===== src/rtl/rwg_pkg.sv =====
package rwg_pkg;
  localparam logic [7:0] KEY_A = 8'h5A;
  localparam logic [7:0] KEY_B = 8'hA5;

  typedef enum logic [1:0] {
    ARM_IDLE = 2'd0,
    ARM_SET  = 2'd1,
    ARM_CLR  = 2'd2
  } arm_e;
endpackage


===== src/rtl/rwg_addr_match.sv =====
module rwg_addr_match #(
  parameter int unsigned AW    = 8,
  parameter int unsigned NPROT = 4,
  parameter logic [NPROT-1:0][AW-1:0] PROT_ADDRS = '0
) (
  input  logic [AW-1:0] addr_i,
  output logic          hit_o
);
  logic [NPROT-1:0] hit_vec;

  for (genvar g = 0; g < NPROT; g++) begin : g_cmp
    assign hit_vec[g] = (addr_i == PROT_ADDRS[g]);
  end

  assign hit_o = |hit_vec;
endmodule


===== src/rtl/rwg_key_fsm.sv =====
module rwg_key_fsm
  import rwg_pkg::*;
#(
  parameter int unsigned AW = 8,
  parameter int unsigned DW = 8,
  parameter logic [AW-1:0] KEY1_ADDR = '0,
  parameter logic [AW-1:0] KEY2_ADDR = '0
) (
  input  logic          clk_i,
  input  logic          rst_ni,
  input  logic          we_i,
  input  logic [AW-1:0] addr_i,
  input  logic [DW-1:0] wdata_i,
  output logic          protect_o
);
  localparam logic [DW-1:0] KA = DW'(KEY_A);
  localparam logic [DW-1:0] KB = DW'(KEY_B);

  arm_e arm_q, arm_d;
  logic prot_q, prot_d;

  always_comb begin
    arm_d  = arm_q;
    prot_d = prot_q;
    if (we_i) begin
      // every write ends the pending sequence; a valid first key re-arms
      arm_d = ARM_IDLE;
      if (addr_i == KEY1_ADDR) begin
        if (wdata_i == KA)      arm_d = ARM_SET;
        else if (wdata_i == KB) arm_d = ARM_CLR;
      end
      if (addr_i == KEY2_ADDR) begin
        if (arm_q == ARM_SET && wdata_i == KB) prot_d = 1'b1;
        if (arm_q == ARM_CLR && wdata_i == KA) prot_d = 1'b0;
      end
    end
  end

  always_ff @(posedge clk_i or negedge rst_ni) begin
    if (!rst_ni) begin
      arm_q  <= ARM_IDLE;
      prot_q <= 1'b0;
    end else begin
      arm_q  <= arm_d;
      prot_q <= prot_d;
    end
  end

  assign protect_o = prot_q;
endmodule


===== src/rtl/rwg_gate.sv =====
module rwg_gate #(
  parameter int unsigned AW = 8,
  parameter logic [AW-1:0] KEY1_ADDR   = '0,
  parameter logic [AW-1:0] KEY2_ADDR   = '0,
  parameter logic [AW-1:0] STATUS_ADDR = '0
) (
  input  logic          clk_i,
  input  logic          rst_ni,
  input  logic          we_i,
  input  logic [AW-1:0] addr_i,
  input  logic          protect_i,
  input  logic          hit_i,
  output logic          wr_en_o,
  output logic          irq_o
);
  logic exempt, block;
  logic irq_q;

  assign exempt  = (addr_i == KEY1_ADDR) || (addr_i == KEY2_ADDR) ||
                   (addr_i == STATUS_ADDR);
  assign block   = we_i && protect_i && hit_i && !exempt;
  assign wr_en_o = we_i && !block;

  always_ff @(posedge clk_i or negedge rst_ni) begin
    if (!rst_ni) irq_q <= 1'b0;
    else         irq_q <= block;
  end

  assign irq_o = irq_q;
endmodule


===== src/rtl/reg_write_guard.sv =====
module reg_write_guard #(
  parameter int unsigned AW    = 8,
  parameter int unsigned DW    = 8,
  parameter int unsigned NPROT = 4,
  parameter logic [NPROT-1:0][AW-1:0] PROT_ADDRS = {8'hE2, 8'h20, 8'h11, 8'h10},
  parameter logic [AW-1:0] STATUS_ADDR = 8'hE0,
  parameter logic [AW-1:0] KEY1_ADDR   = 8'hE1,
  parameter logic [AW-1:0] KEY2_ADDR   = 8'hE2
) (
  input  logic          clk_i,
  input  logic          rst_ni,
  input  logic [AW-1:0] addr_i,
  input  logic [DW-1:0] wdata_i,
  input  logic          we_i,
  output logic [DW-1:0] rdata_o,
  output logic          wr_en_o,
  output logic          irq_o
);
  logic protect_q;
  logic prot_hit;

  rwg_key_fsm #(
    .AW(AW), .DW(DW), .KEY1_ADDR(KEY1_ADDR), .KEY2_ADDR(KEY2_ADDR)
  ) u_key (
    .clk_i(clk_i), .rst_ni(rst_ni), .we_i(we_i), .addr_i(addr_i),
    .wdata_i(wdata_i), .protect_o(protect_q)
  );

  rwg_addr_match #(
    .AW(AW), .NPROT(NPROT), .PROT_ADDRS(PROT_ADDRS)
  ) u_match (
    .addr_i(addr_i), .hit_o(prot_hit)
  );

  rwg_gate #(
    .AW(AW), .KEY1_ADDR(KEY1_ADDR), .KEY2_ADDR(KEY2_ADDR), .STATUS_ADDR(STATUS_ADDR)
  ) u_gate (
    .clk_i(clk_i), .rst_ni(rst_ni), .we_i(we_i), .addr_i(addr_i),
    .protect_i(protect_q), .hit_i(prot_hit), .wr_en_o(wr_en_o), .irq_o(irq_o)
  );

  always_comb begin
    rdata_o = '0;
    if (addr_i == STATUS_ADDR) rdata_o[0] = protect_q;
  end
endmodule


===== config.mk =====
export PLATFORM = sky130hd
export DESIGN_NAME = reg_write_guard
export DESIGN_NICKNAME = d
export VERILOG_FILES = /design/src/rtl/rwg_pkg.sv /design/src/rtl/rwg_addr_match.sv /design/src/rtl/rwg_key_fsm.sv /design/src/rtl/rwg_gate.sv /design/src/rtl/reg_write_guard.sv
export SDC_FILE = /design/constraint.sdc
export NUM_CORES = 1
export LEC_CHECK = 0
export ABC_AREA = 1
export ABC_CLOCK_PERIOD_IN_PS = 1150
export CAP_MARGIN = 40
export CORE_AREA = 2 2 39 41
export DETAILED_ROUTE_END_ITERATION = 6
export DIE_AREA = 0 0 41 43
export DONT_BUFFER_PORTS = 1
export SYNTH_ARGS = -nofsm -noshare
export SYNTH_HDL_FRONTEND = slang
export SYNTH_SLANG_ARGS = --single-unit

===== constraint.sdc =====
create_clock -name clk_i -period 1.15 [get_ports clk_i]
set_input_delay 0.1725 -clock clk_i [delete_from_list [all_inputs] [get_ports clk_i]]
set_output_delay 0.1725 -clock clk_i [all_outputs]
set_load 0.05 [all_outputs]

==> impl_metrics.py, run 1 <==
metrics = {
    "timing": {
        "period_needed_ps": 1200,
        "setup-violations-final": 2,
        "setup_slack_ps": -45.8,
        "finalHoldViolCount": 0,
        "finClkSkew_ps": 0.624,
        "finalCritPeriodShare_pct": 104,
        "grt_setup_unrepaired": "true",
        "max_freq_mhz": 836,
        "final_max_slew_viol_count": 0,
    },
    "setup_path": {
        "crit_fanout": 2,
        "crit_buf_inv": 1,
        "start_kind": "flop",
        "startpoint": "u_key.protect_o$_DFFE_PN0P_",
        "cp_cell_sequence": "nand3_1, nor2_2, nor2_2, buf_12",
        "cp-end-kind": "primary output",
        "critPathMaxStageDelay_ps": 370,
        "critPathKind": "flop to primary output",
        "worstReg2RegStart": "u_key.arm_q[0]$_DFFE_PN0P_",
        "worstPathRequired_ps": 980,
        "slowest_stage": "dfrtp_1",
        "worst_ep_arrival_time_ps": 1020,
        "crit_family": "flip-flops",
        "cpMostUsedCell": "nor2_2",
    },
    "finish": {
        "area_growth_pct": 15.1,
        "design_area_sq_um": 487,
        "fill_cells": 160,
        "mostFrequentLayoutCells": "14 x nor2_1, 14 x inv_1, 10 x nand2_1, 7 x conb_1, 5 x nor2_2",
        "antennaDiodeCount": 0,
        "nNetsFinal": 97,
        "drive_above_1_share_pct": 23.7,
    },
    "route": {
        "drc": 0,
        "vias_per_cell": 4.10,
        "routed_wl_um": 718,
        "wl_per_cell_um": 7.80,
        "drt_iter0_drc": 6,
        "drtPass1Iterations": 5,
        "antenna_left": 0,
        "routed-via-count": 377,
    },
    "clocking": {
        "htreeDepth": 1,
        "cts_buffers": 3,
        "cts_root_buf": "clkbuf_4",
        "cts_sinks": 4,
        "cts.reportedPaths.clkPinSlew_ps": 40,
        "post-cts-setup-buffers": 0,
        "clk_latency_ps": 240,
        "cts_buffer_depth": 2,
        "cts_tree": "yes",
    },
    "grt": {
        "grt_pass1_wl_um": 1100,
        "track_usage_pct": 9.66,
        "grt_pass1_vias": 341,
        "grt_max_degree": 7,
        "grt-ovfl-total": 0,
        "antenna_found_initial": 0,
    },
    "placement": {
        "place_area_sq_um": 448,
        "routabilityCongestion": 0.712,
        "dp_hpwl_um": 648,
        "portBuffers": 0,
    },
    "job": {
        "max_cap_viol_count": 0,
    },
    "power_and_ir_drop": {
        "power_w": 0.000428,
        "power_leakage_nw": 0.237,
        "powerDensity_mw_per_mm2": 879,
        "ir_worst_vdd_mv": 0.638,
    },
    "outcome": {
        "status": "complete, but fails checks",
        "violations": "negative setup slack",
    },
    "floorplan": {
        "row_count": 14,
        "die_x_um": 41,
        "initial_core_util_pct": 30.6,
        "io_pins": 29,
        "fp.dieH_um": 43,
        "coreArea_sq_mm": 0.00138,
        "die_area_sq_mm": 0.00176,
    },
    "yosys": {
        "ys_seq_area_share_pct": 23.7,
        "netlist_area_sq_um": 423,
        "syn_avg_cell_area_sq_um": 5.96,
        "synthDistinctLibCells": 15,
        "synth_seq_cells": 4,
        "yosysWarnings": 0,
        "syn_inst": 71,
    },
    "worst_hold_path": {
        "hold_path.class": "input pin to flop",
        "min_from": "we_i",
    },
}
-- report_power, final --
group | switching (W) | internal [W] | total, W
registers | 0.000000630 | 0.000142 | 0.000142
logic | 0.0000838 | 0.0000250 | 0.000109
clock network | 0.0000599 | 0.000117 | 0.000177
-- routing by layer --
metal	wire (um)	global-route usage, %
met4	4	6.00
met3	107	6.81
met5	0	0
met2	325	13.4
met1	282	10.0
-- cells in the mapped netlist, drive strengths merged --
| cell type | instances | share of area (%) |
|---|---|---|
| nor2 | 21 | 24 |
| inv | 16 | 14 |
| nand2 | 12 | 12 |
| buf | 7 | 12 |
| nand3 | 5 | 7.1 |
| dfrtp | 4 | 24 |
| o21ai | 3 | 3.5 |
| a21oi | 1 | 1.2 |
| conb | 1 | 0.89 |
| nor3 | 1 | 1.2 |
-- cells by family after synthesis --
kind of cell | synth area share [%]
simple gates | 44.1
flops | 23.7
compound gates | 4.73
other cells | 0.887
buf+inv | 26.6
-- timing repair --
item | CTS | global route
endpoints found under the hold margin | 4 | 0
endpoints found under the setup margin | 2 | 2
gates resized for setup | 2 | 0
hold buffers | 1 | 0
-- cell type report --
| type | count | area (sq um) | share of cell area, % |
|---|---|---|---|
| inverters | 16 | 60.1 | 12.3 |
| clock buffers | 3 | 22.5 | 4.63 |
| repair buffers | 3 | 41.3 | 8.48 |
| multi-input cells | 50 | 243 | 49.9 |
| flip-flops and latches | 4 | 100 | 20.6 |
| well taps | 16 | 20.0 | 4.11 |
-- final timing paths --
kind / end / slack, ps / depth (start not counted)
worst max-delay path: wr_en_o / -50 / 4
worst min-delay path: u_key.arm_q[0]$_DFFE_PN0P_ / 10 / 1
worst max register to register: u_key.protect_o$_DFFE_PN0P_ / 240 / 6
worst min register to register: u_key.arm_q[0]$_DFFE_PN0P_ / 550 / 2
max in group asynchronous: u_key.arm_q[1]$_DFFE_PN0P_ / 780 / 1
min in group asynchronous: u_key.protect_o$_DFFE_PN0P_ / 210 / 1
-- worst register-to-register path: cells and delay by family (launching register included) --
kind | cells | cell delay, ps
DFF | 1 | 370
buffers and inverters | 1 | 70
AOI/OAI and AO/OA | 1 | 50
and+or+nand+nor | 4 | 320
-- through the flow --
stage / cells / worst slack [ps] / setup TNS, ps / hold slack [ps] / util, %
after global routing: 92 / -104 / -199 / 4.32 / 35.2
after floorplan: 77 / -117 / -117 / -123 / -
after global placement: 88 / 134 / 0 / -123 / 32.4
after CTS: 92 / -49.6 / -66.2 / 18.0 / 35.2
final: 92 / -45.8 / -56.1 / 14.6 / 35.2
after detailed placement: 88 / 111 / 0 / -123 / 32.4
-- flip-flops by register name (all words and copies together) (netlist names) --
register,flops
u_gate.irq_o,1
u_key.arm_q,2
u_key.protect_o,1
No activity file was read; power rests on OpenSTA's default activity.
==> run 2: changes to the inputs <==
ABC_AREA = 0   (was 1)
==> impl_metrics.py, run 2 <==
metrics = {
    "outcome": {
        "status": "complete, but fails checks",
        "violations": "negative setup slack",
    },
    "route": {
        "drc": 0,
        "antenna_left": 0,
        "routed_wl_um": 665,
        "wl_per_cell_um": 10.2,
        "vias_per_cell": 4.72,
        "drt_iter0_drc": 2,
        "routed-via-count": 307,
        "drtPass1Iterations": 2,
    },
    "clocking": {
        "cts_buffers": 3,
        "htreeDepth": 1,
        "cts.reportedPaths.clkPinSlew_ps": 40,
        "clk_latency_ps": 230,
        "cts_buffer_depth": 2,
        "post-cts-setup-buffers": 0,
        "cts_tree": "yes",
        "cts_root_buf": "clkbuf_4",
        "cts_sinks": 4,
    },
    "floorplan": {
        "row_count": 14,
        "coreArea_sq_mm": 0.00138,
        "die_x_um": 41,
        "fp.dieH_um": 43,
        "die_area_sq_mm": 0.00176,
        "io_pins": 29,
        "initial_core_util_pct": 24.2,
    },
    "finish": {
        "mostFrequentLayoutCells": "7 x conb_1, 4 x dfrtp_1",
        "antennaDiodeCount": 0,
        "mostFrequentLayoutCell": "conb_1",
        "design_area_sq_um": 444,
        "fill_cells": 147,
        "nNetsFinal": 70,
        "area_growth_pct": 32.5,
        "largest_reg_flops": 2,
        "drive_above_1_share_pct": 26.5,
        "final_core_util_pct": 32.1,
        "largest-register": "u_key.arm_q",
    },
    "yosys": {
        "synth_top_area_cell": "dfrtp_1",
        "yosysWarnings": 0,
        "synth_edf_count": 0,
        "synth_seq_cells": 4,
        "synthDistinctLibCells": 20,
        "ys.flop_type": "dfrtp_1",
        "syn_inst": 41,
        "ys_seq_area_share_pct": 29.9,
        "ys_top_cells_by_count": "7 x buf_4, 4 x dfrtp_1, 4 x nor2_1",
        "yosysMostFrequentCell": "buf_4",
        "synthArstFlopShare_pct": 100,
        "synth.area.top_cells": "dfrtp_1 30%, buf_4 16%, nand4_1 5.6%, nor3_1 4.5%, nor2_1 4.5%",
        "syn_avg_cell_area_sq_um": 8.18,
        "yosysTopAreaCellShare_pct": 29.9,
        "netlist_area_sq_um": 335,
    },
    "placement": {
        "portBuffers": 0,
        "pre_cts_ws_ps": -45.3,
        "routabilityCongestion": 0.712,
        "place_area_sq_um": 393,
        "dp_hpwl_um": 575,
    },
    "grt": {
        "grtUsageMet1_pct": 10.1,
        "met3_usage_pct": 3.66,
        "grt_max_degree": 7,
        "grt_util_met2_pct": 12.2,
        "grt_pass1_vias": 287,
        "antenna_found_initial": 0,
        "track_usage_pct": 8.98,
        "grt_pass1_wl_um": 1060,
        "grt_busiest_layer": "met2",
        "grt-ovfl-total": 0,
    },
    "power_and_ir_drop": {
        "p_int_w": 0.000282,
        "p_sw_w": 0.000126,
        "combPwrFrac_pct": 23.4,
        "p_clk_share_pct": 41.9,
        "p_seq_share_pct": 34.7,
        "power_leakage_nw": 0.193,
        "swShare_pct": 30.9,
        "ir_worst_vdd_mv": 0.253,
        "powerDensity_mw_per_mm2": 919,
    },
    "setup_path": {
        "crit_fanout": 3,
        "start_kind": "flop",
        "worst_ep_arrival_time_ps": 1080,
        "critPathKind": "flop to primary output",
        "worstPathRequired_ps": 980,
        "regToRegSetupSlack_ps": 180,
        "cp-end-kind": "primary output",
    },
    "timing": {
        "finClkSkew_ps": 2.00,
        "max_freq_mhz": 795,
        "setup_slack_ps": -107,
        "final_max_slew_viol_count": 0,
        "grt_setup_unrepaired": "true",
        "setup-violations-final": 2,
        "finalHoldViolCount": 0,
        "finalCritPeriodShare_pct": 109,
        "period_needed_ps": 1260,
    },
    "worst_hold_path": {
        "hold_path.class": "input pin to flop",
    },
    "job": {
        "max_cap_viol_count": 0,
    },
}
run 2: through the flow:
stage | setup TNS (ps) | power (W) | instances | hold slack [ps]
after floorplan | 0 | 0.000238 | 47 | -123
after global placement | -37.8 | 0.000231 | 61 | -123
after detailed placement | -58.0 | 0.000231 | 61 | -123
after CTS | -214 | 0.000418 | 65 | 29.5
after global routing | -304 | 0.000427 | 65 | 32.5
final | -205 | 0.000408 | 65 | 39.0
run 2: cells by family (layout without fill, tap and decap cells):
family                 Yosys count  in the layout  share of synthesized area [%]
flip-flops                       4              4                           29.9
AO/OA/AOI/OAI                    5              5                           10.4
other                            1              7                           1.12
buffers and inverters           10             12                           19.0
AND/OR/NAND/NOR                 21             21                           39.6
run 2: layout make-up:
class                           count  area [sq um]  area share [%]
Multi-Input combinational cell     33           218            49.0
Sequential cell                     4           100            22.5
Timing Repair Buffer                6          72.6            16.3
Clock buffer                        3          22.5            5.07
Tap cell                           16          20.0            4.51
Inverter                            3          11.3            2.54
run 2: final timing paths:
path,start,to,cells past startpoint
setup / recovery,u_key.protect_o$_DFFE_PN0P_,wr_en_o,4
hold / removal,we_i,u_key.arm_q[0]$_DFFE_PN0P_,1
setup reg to reg,u_key.arm_q[1]$_DFFE_PN0P_,u_key.protect_o$_DFFE_PN0P_,3
hold reg to reg,u_key.arm_q[0]$_DFFE_PN0P_,u_key.arm_q[0]$_DFFE_PN0P_,2
max in group asynchronous,rst_ni,u_key.arm_q[0]$_DFFE_PN0P_,1
min in group asynchronous,rst_ni,u_gate.irq_o$_DFF_PN0_,1
run 2: what timing repair did:
action,4_1_cts,5_1_grt
setup endpoints to repair,2,2
endpoints found under the hold margin,4,0
hold buffers,1,0
resized for setup,3,1
pin swaps,1,0
run 2: metal layers:
layer  vias to the layer above  share of wire (%)
li1                        149                  -
met1                       138                 40
met2                        18                 46
met3                         2                 11
met4                         0                2.1
met5                         -                  0
run 2: critical path, cell delays in order (launching register included):
cell and delay [ps]:
dfrtp_1 390, nand2_2 100, nor3_4 50, nor2b_2 160, buf_12 150
run 2: power by group through the flow:
stage / Combinational, W / Clock [W] / Sequential, W
floorplan: 0.0000942 / 0 / 0.000143
global placement: 0.0000875 / 0 / 0.000143
detailed placement: 0.0000878 / 0 / 0.000143
CTS: 0.0000940 / 0.000182 / 0.000142
global route: 0.000101 / 0.000185 / 0.000141
finish: 0.0000955 / 0.000171 / 0.000142
==> run 3: changes to the inputs <==
==> constraint.sdc (replaced) <==
create_clock -name clk_i -period 1.15 [get_ports clk_i]
set_input_delay 0.23 -clock clk_i [delete_from_list [all_inputs] [get_ports clk_i]]
set_output_delay 0.23 -clock clk_i [all_outputs]
set_load 0.05 [all_outputs]
==> impl_metrics.py, run 3 (synthesized netlist as in run 2, its figures left out) <==
metrics = {
    "outcome": {
        "status": "complete, but fails checks",
        "violations": "negative setup slack",
    },
    "placement": {
        "portBuffers": 0,
        "routabilityCongestion": 0.775,
        "place_area_sq_um": 413,
    },
    "timing": {
        "grt_setup_unrepaired": "true",
        "setup_slack_ps": -145,
        "setup-violations-final": 2,
        "finalHoldViolCount": 0,
        "finClkSkew_ps": 7.81,
        "finalCritPeriodShare_pct": 113,
        "max_freq_mhz": 772,
        "final_max_slew_viol_count": 0,
        "period_needed_ps": 1290,
    },
    "finish": {
        "largest_reg_flops": 2,
        "mostFrequentLayoutCell": "conb_1",
        "mostFrequentLayoutCells": "7 x conb_1, 4 x buf_4, 4 x dfrtp_1",
        "area_growth_pct": 36.2,
        "antennaDiodeCount": 0,
        "design_area_sq_um": 457,
        "nNetsFinal": 71,
        "drive_above_1_share_pct": 28.0,
        "fill_cells": 147,
        "largest-register": "u_key.arm_q",
    },
    "clocking": {
        "cts.reportedPaths.clkPinSlew_ps": 40,
        "clk_latency_ps": 240,
        "cts_root_buf": "clkbuf_4",
        "post-cts-setup-buffers": 0,
        "cts_buffers": 3,
        "cts_sinks": 4,
        "cts_tree": "yes",
        "cts_buffer_depth": 2,
        "htreeDepth": 1,
    },
    "power_and_ir_drop": {
        "power_leakage_nw": 0.203,
        "combPwrFrac_pct": 23.4,
        "p_seq_share_pct": 34.1,
        "p_sw_w": 0.000131,
        "ir_worst_vdd_mv": 0.345,
        "powerDensity_mw_per_mm2": 908,
        "p_clk_share_pct": 42.4,
        "power_w": 0.000415,
        "swShare_pct": 31.7,
        "p_int_w": 0.000283,
    },
    "route": {
        "drtPass1Iterations": 3,
        "antenna_left": 0,
        "vias_per_cell": 4.59,
        "routed-via-count": 303,
        "drt_iter0_drc": 2,
        "routed_wl_um": 753,
        "wl_per_cell_um": 11.4,
        "drc": 0,
    },
    "grt": {
        "antenna_found_initial": 0,
        "grt_pass1_vias": 300,
        "track_usage_pct": 10.5,
        "grt-ovfl-total": 0,
        "grt_pass1_wl_um": 1170,
        "grt_max_degree": 7,
    },
    "setup_path": {
        "worst_ep_arrival_time_ps": 1060,
        "cp-end-kind": "primary output",
        "start_kind": "flop",
        "critPathKind": "flop to primary output",
        "crit_fanout": 2,
        "worstPathRequired_ps": 920,
    },
    "floorplan": {
        "row_count": 14,
        "initial_core_util_pct": 24.2,
        "die_area_sq_mm": 0.00176,
        "coreArea_sq_mm": 0.00138,
        "io_pins": 29,
        "fp.dieH_um": 43,
        "die_x_um": 41,
    },
    "job": {
        "max_cap_viol_count": 0,
    },
    "worst_hold_path": {
        "hold_path.class": "input pin to flop",
    },
}
run 3: power groups by stage:
stage                     clock (W)  sequential (W)  combinational (W)
after floorplan                   0        0.000143          0.0000955
after global placement            0        0.000143          0.0000888
after detailed placement          0        0.000143          0.0000890
after CTS                  0.000184        0.000141          0.0000973
after global routing       0.000193        0.000141           0.000104
final                      0.000176        0.000142          0.0000972
run 3: layer usage:
layer / up-vias / global-route usage [%] / wire, um
met3: 3 / 5.24 / 96
met5: - / 0 / 0
met4: 0 / 10.0 / 22
li1: 150 / - / -
met2: 20 / 13.1 / 365
met1: 130 / 12.1 / 269
run 3: cell type report:
class	instances	area, sq um	share of cell area, %
clock buffers	3	22.5	4.93
multi-input cells	33	223	48.8
flip-flops and latches	4	100	21.9
well taps	16	20.0	4.38
inverters	3	11.3	2.47
repair buffers	7	80.1	17.5
run 3: final timing paths:
path,startpoint,end,slack [ps],cells past startpoint
max,u_key.protect_o$_DFFE_PN0P_,wr_en_o,-140,4
min,we_i,u_key.arm_q[1]$_DFFE_PN0P_,100,1
max reg2reg,u_key.arm_q[1]$_DFFE_PN0P_,u_key.protect_o$_DFFE_PN0P_,210,3
min in group asynchronous,rst_ni,u_gate.irq_o$_DFF_PN0_,270,1
max in group asynchronous,rst_ni,u_key.arm_q[1]$_DFFE_PN0P_,700,1
min reg2reg,u_key.arm_q[0]$_DFFE_PN0P_,u_key.arm_q[0]$_DFFE_PN0P_,550,2
run 3: repair_timing:
| item | CTS | global route |
|---|---|---|
| gates resized for setup | 4 | 0 |
| pin swaps | 1 | 0 |
| hold endpoints to repair | 4 | 0 |
| endpoints found under the setup margin | 2 | 2 |
| hold buffers | 1 | 0 |
run 3: worst max-delay path, cell delays in order, from the launching register on:
cell,delay [ps]
dfrtp_1,360
nand2_2,80
nor3_4,180
nor2b_4,70
buf_12,150
run 3: per-stage QoR:
step / TNS, ps / setup slack (ps) / utilization [%] / hold slack, ps / instances
6_report: -285 / -145 / 33.0 / 99.2 / 66
5_1_grt: -396 / -211 / 33.0 / 96.8 / 66
4_1_cts: -323 / -166 / 33.0 / 91.2 / 66
3_5_place_dp: -269 / -109 / 29.8 / -65.5 / 63
3_3_place_gp: -242 / -127 / 29.8 / -65.4 / 63
2_1_floorplan: -142 / -72.1 / - / -65.6 / 47
